File: src/rtl/codec_init_seq.sv
module codec_init_seq #(
  parameter int WAKE_CYCLES = 10_000_000,
  parameter int RST_CYCLES  = 4,
  parameter int DEV_NUM     = 5
) (
  input  logic       clk,
  input  logic       rst_n,
  input  logic       start,
  input  logic       bus_done,
  output logic       req,
  output logic [7:0] req_addr,
  output logic [1:0] req_len,
  output logic [7:0] req_byte0,
  output logic [7:0] req_byte1,
  output logic       codec_rst,
  output logic       done
);
  localparam int NSTEPS = 8;
  localparam int SW     = $clog2(NSTEPS);
  localparam int CMAX   = (WAKE_CYCLES > RST_CYCLES) ? WAKE_CYCLES : RST_CYCLES;
  localparam int CW     = $clog2(CMAX + 1);
  localparam logic [CW-1:0] WAKE_LAST = CW'(WAKE_CYCLES - 1);
  localparam logic [CW-1:0] RST_LAST  = CW'(RST_CYCLES - 1);
  localparam logic [SW-1:0] LAST_STEP = SW'(NSTEPS - 1);

  localparam logic [7:0] A_STAT = 8'((DEV_NUM << 2) | 2);
  localparam logic [7:0] A_DAT0 = 8'((DEV_NUM << 2) | 0);

  localparam logic [7:0] ST0_BASE = 8'((2 << 4) | (1 << 1));
  localparam logic [7:0] ST0_RST  = ST0_BASE | 8'h40;
  localparam logic [7:0] ST1_VAL  = 8'h80 | 8'h40 | 8'h20 | 8'h03;
  localparam logic [7:0] VOL_VAL  = 8'(15 & 6'h3f);
  localparam logic [7:0] MODE_VAL = 8'h80 | 8'h03;

  function automatic logic [7:0] ext_a(input int ea);
    return 8'hC0 | 8'(ea);
  endfunction
  function automatic logic [7:0] ext_v(input int v);
    return 8'hE0 | 8'(v);
  endfunction

  typedef enum logic [2:0] {S_IDLE, S_WAKE, S_ISSUE, S_WAIT, S_RST, S_FIN} state_t;

  state_t        state;
  logic [CW-1:0] cnt;
  logic [SW-1:0] step;

  always_ff @(posedge clk or negedge rst_n) begin
    if (!rst_n) begin
      state <= S_IDLE;
      cnt   <= '0;
      step  <= '0;
    end else begin
      case (state)
        S_IDLE, S_FIN: if (start) begin
          state <= S_WAKE;
          cnt   <= '0;
          step  <= '0;
        end
        S_WAKE: if (cnt == WAKE_LAST) state <= S_ISSUE;
                else cnt <= cnt + 1'b1;
        S_ISSUE: state <= S_WAIT;
        S_WAIT: if (bus_done) begin
          if (step == '0) begin
            state <= S_RST;
            cnt   <= '0;
            step  <= step + 1'b1;
          end else if (step == LAST_STEP) begin
            state <= S_FIN;
          end else begin
            state <= S_ISSUE;
            step  <= step + 1'b1;
          end
        end
        S_RST: if (cnt == RST_LAST) state <= S_ISSUE;
               else cnt <= cnt + 1'b1;
        default: state <= S_IDLE;
      endcase
    end
  end

  always_comb begin
    req_addr  = A_DAT0;
    req_len   = 2'd1;
    req_byte0 = 8'h00;
    req_byte1 = 8'h00;
    case (step)
      3'd0: begin req_addr = A_STAT; req_byte0 = ST0_RST;  end
      3'd1: begin req_addr = A_STAT; req_byte0 = ST0_BASE; end
      3'd2: begin req_addr = A_STAT; req_byte0 = ST1_VAL;  end
      3'd3: req_byte0 = VOL_VAL;
      3'd4: req_byte0 = MODE_VAL;
      3'd5: begin req_len = 2'd2; req_byte0 = ext_a(2); req_byte1 = ext_v(2 | (4 << 2)); end
      3'd6: begin req_len = 2'd2; req_byte0 = ext_a(4); req_byte1 = ext_v((1 << 4) | 3); end
      default: begin req_len = 2'd2; req_byte0 = ext_a(6); req_byte1 = ext_v((0 << 2) | 3); end
    endcase
  end

  assign req       = (state == S_ISSUE);
  assign codec_rst = (state == S_RST);
  assign done      = (state == S_FIN);
endmodule

File: config.mk
export PLATFORM = sky130hd
export DESIGN_NAME = codec_init_seq
export DESIGN_NICKNAME = d
export VERILOG_FILES = /design/src/rtl/codec_init_seq.sv
export SDC_FILE = /design/constraint.sdc
export NUM_CORES = 1
export LEC_CHECK = 0
export BUFFER_PORTS_ARGS = -buffer_cell sky130_fd_sc_hd__buf_2
export CELL_PAD_IN_SITES_DETAIL_PLACEMENT = 1
export CELL_PAD_IN_SITES_GLOBAL_PLACEMENT = 1
export CORE_MARGIN = 2
export CORE_UTILIZATION = 25
export CTS_CLUSTER_DIAMETER = 150
export DETAILED_ROUTE_END_ITERATION = 10
export GPL_ROUTABILITY_DRIVEN = 0
export PLACE_DENSITY_LB_ADDON = 0.1
export SYNTH_ARGS = -nofsm -noshare
export SYNTH_HDL_FRONTEND = slang
export SYNTH_SLANG_ARGS = --single-unit
export TNS_END_PERCENT = 5
File: constraint.sdc
create_clock -name clk -period 2.13 [get_ports clk]
set_clock_uncertainty 0.15 [all_clocks]
set_input_delay 0.426 -clock clk [delete_from_list [all_inputs] [get_ports clk]]
set_output_delay 0.426 -clock clk [all_outputs]
set_load 0.01 [all_outputs]
==> flow_metrics.env <==
export IMPL_dp_cells=409
export IMPL_cp_required_ps=1550
export IMPL_max_freq_mhz=435
export IMPL_vias_per_cell=4.94
export IMPL_core_area_sq_mm=0.00859
export IMPL_crit_path_cell_trace="buf_6 -> ha_4 -> or3_4 -> nor2_4 -> o22ai_1 -> nand2b_1 -> buf_2"
export IMPL_ys_flop_type="dfrtp_1"
export IMPL_portBuffers=22
export IMPL_synth_edf_count=0
export IMPL_max_cap_viol_count=0
export IMPL_p_comb_frac=0.439
export IMPL_fin_ws_ps=-171
export IMPL_period_needed_ps=2300
export IMPL_grtUsageTotal=0.150
export IMPL_wire_per_inst_um=16.4
export IMPL_maxSlewHeadroom=0.500
export IMPL_dieArea_sq_mm=0.00954
export IMPL_ys_seq_area_frac=0.342
export IMPL_cpMaxStageDelayCell="dfrtp_1"
export IMPL_power_frac_seq=0.345
export IMPL_syn2layout_area_growth_pct=27.3
export IMPL_hp_class="in2async"
export IMPL_grt_max_degree=31
export IMPL_layout_cells_non_filler=419
export IMPL_ir_drop_v=0.000305
export IMPL_violations="negative setup slack"
export IMPL_die_h_um=97.7
export IMPL_cts_buffer_depth=2
export IMPL_final_area_sq_mm=0.00279
export IMPL_endpoint_kind="primary output"
export IMPL_crit_path_max_fanout=4
export IMPL_via_count=2071
export IMPL_synth_area_leaders="dfrtp_1, buf_4, o21ai_0, ha_1, nand2_1"
export IMPL_cts_inserted_buffers=5
export IMPL_rsz0062_at_grt="yes"
export IMPL_syn_area_sq_mm=0.00219
export IMPL_placed_cell_area_sq_mm=0.00257
export IMPL_start_util=0.255
export IMPL_grt_pass1_vias=2125
export IMPL_yosys_warnings=0
export IMPL_yosys_area_top_type_share=0.342
export IMPL_worst_skew_pair_late_latency_ps=280
export IMPL_rows=34
export IMPL_multi_input_area_sq_mm=0.00138
export IMPL_grt_overflow=0
export IMPL_critPathMaxStageDelay_ps=400
export IMPL_drt_pre_antenna_iters=4
export IMPL_ctsHoldBuffers=0
export IMPL_fp_dieW_um=97.7
export IMPL_synth_largest_area_cell="dfrtp_1"
export IMPL_swShare=0.408
export IMPL_routed_wl_mm=6.86
export IMPL_drtAntennaViolNets=0
export IMPL_synthCells=261
export IMPL_outcome="finished, violations left"
export IMPL_synthArstFlopShare=1.00
export IMPL_crit_arrival_ps=1720
export IMPL_drv_slew=0
export IMPL_crit_type="reg2out"
export IMPL_clock_power_share=0.216
export IMPL_start_kind="register"
export IMPL_cts_num_sinks=30
export IMPL_seq_area_sq_um=751
export IMPL_p_switching_uw=943
export IMPL_path_clk_slew_ps=70
export IMPL_cts_tree="yes"
export IMPL_ys_seq_elements=30
export IMPL_worstMarginPinSlew_ps=750
export IMPL_tns_ps=-881
export IMPL_finalSetupViolCount=9
export IMPL_route_detailed_drc=0
export IMPL_whs_ps=48.0
export IMPL_final_nets=321
export IMPL_intPower_mw=1.37
export IMPL_n_fill_cell=1056
export IMPL_synth_cell_types=50
export IMPL_dp_hpwl_mm=5.00
export IMPL_syn_avg_cell_area_sq_um=8.40
export IMPL_cts_root_buf="clkbuf_8"
export IMPL_htree_levels=2
export IMPL_diodes=0
export IMPL_drive_gt1_frac=0.325
export IMPL_dp_slack_ps=-12.7
export IMPL_hold_violations=0
export IMPL_grt_antenna_before_repair=0
export IMPL_grt_pass1_wl_mm=11.4
export IMPL_p_per_area_mw_per_mm2=829
export IMPL_leakagePower_nw=1.26
export IMPL_min_period_over_period=1.08
export IMPL_drt_iter0_drc=88
export IMPL_top_level_ports=33
==> routing by layer <==
layer | part of all wire | routed length [um] | vias up | global-route usage
met2 | 0.46 | 3140 | 23 | 0.236
met5 | 0 | 0 | - | 0
met4 | 0.0080 | 55 | 0 | 0.0278
met3 | 0.023 | 159 | 8 | 0.0237
met1 | 0.51 | 3500 | 1020 | 0.217
li1 | - | - | 1020 | -
==> layout by cell type, fill, tap and decap left out, drive strengths merged, types with 2 or more instances in the layout <==
master	n
and2	4
nand2	24
inv	8
nor2b	3
and4	3
nor2	22
conb	10
o2bb2ai	5
and3	7
a21oi	13
nor4	5
nor3	5
nand2b	9
nor3b	4
or3	2
dfrtp	30
ha	7
nand3	13
a31oi	9
o22ai	3
clkbuf	7
o21ai	24
o31ai	13
nand4	5
buf	61
==> stage by stage <==
step | power, mW | util
after floorplan | 1.39 | -
after global placement | 1.79 | 0.300
after detailed placement | 1.79 | 0.300
after CTS | 2.31 | 0.320
after global routing | 2.51 | 0.325
final | 2.32 | 0.325
==> state kept, by name, indices dropped and copies added (netlist names) <==
| signal | cells |
|---|---|
| step | 3 |
| cnt | 24 |
| state | 3 |
==> cell usage after synthesis (3+ instances only) <==
| cell | count |
|---|---|
| buf_4 | 15 |
| nand2b_1 | 9 |
| and3_1 | 7 |
| and2_1 | 3 |
| clkbuf_1 | 5 |
| o21ai_1 | 4 |
| nor3b_1 | 3 |
| buf_2 | 6 |
| a31oi_1 | 9 |
| o31ai_2 | 3 |
| nand4_1 | 5 |
| o2bb2ai_1 | 5 |
| nor2b_1 | 3 |
| and4_1 | 3 |
| nor2_1 | 21 |
| nor3_2 | 3 |
| nor4_1 | 4 |
| o21ai_0 | 18 |
| o31ai_1 | 10 |
| ha_1 | 7 |
| o22ai_1 | 3 |
| dfrtp_1 | 30 |
| a21oi_1 | 13 |
| inv_1 | 8 |
| nand2_1 | 23 |
| nand3_1 | 13 |
==> power groups by stage <==
stage / Combinational [mW] / Clock [mW] / Sequential [mW]
after floorplan: 0.625 / 0 / 0.766
after global placement: 0.988 / 0 / 0.798
after detailed placement: 0.986 / 0 / 0.800
after CTS: 0.997 / 0.521 / 0.792
after global routing: 1.15 / 0.540 / 0.817
final: 1.02 / 0.500 / 0.798
==> cell families after synthesis <==
family / count (synthesis) / synth area share
AOI/OAI and AO/OA: 74 / 0.222
adders and majority gates: 7 / 0.0399
other: 2 / 0.00342
xor gates and xnor gates: 1 / 0.00742
buffers and inverters: 35 / 0.0924
and+or+nand+nor: 110 / 0.282
DFF: 30 / 0.342
muxes: 2 / 0.00970
==> cell type report <==
cell class	count	share of cell area
tap	108	0.0484
multi-input combinational	204	0.492
sequential	30	0.269
clock inverter	1	0.00179
inverter	8	0.0108
timing repair buffer	61	0.147
clock buffer	7	0.0309
==> path summary, 6_finish.rpt <==
| kind | cells after the start | start | to | slack (ps) |
|---|---|---|---|---|
| worst max register to register | 9 | step[1]$_DFFE_PN0P_ | cnt[3]$_DFFE_PN0P_ | 50 |
| max in group asynchronous | 1 | rst_n | cnt[19]$_DFFE_PN0P_ | 1290 |
| worst min-delay path | 1 | rst_n | cnt[11]$_DFFE_PN0P_ | 50 |
| worst min register to register | 1 | cnt[22]$_DFFE_PN0P_ | cnt[22]$_DFFE_PN0P_ | 410 |
| min in group clk | 4 | bus_done | state[1]$_DFFE_PN0P_ | 350 |
| worst max-delay path | 7 | step[0]$_DFFE_PN0P_ | req_byte0[2] | -170 |
==> what timing repair did <==
| action | 4_1_cts | 5_1_grt |
|---|---|---|
| resized for setup | 15 | 11 |
| buffers inserted | 2 | 0 |
| endpoints found under the setup margin | 30 | 35 |
| pin swaps | 5 | 1 |
==> critical path: cells and delay by family (launching register included) <==
family,cells,cell delay [ps]
AOI/OAI and AO/OA,1,70
adders and majority gates,1,140
buffers and inverters,2,250
DFF,1,400
and+or+nand+nor,3,570
No activity file was read; power rests on OpenSTA's default activity.
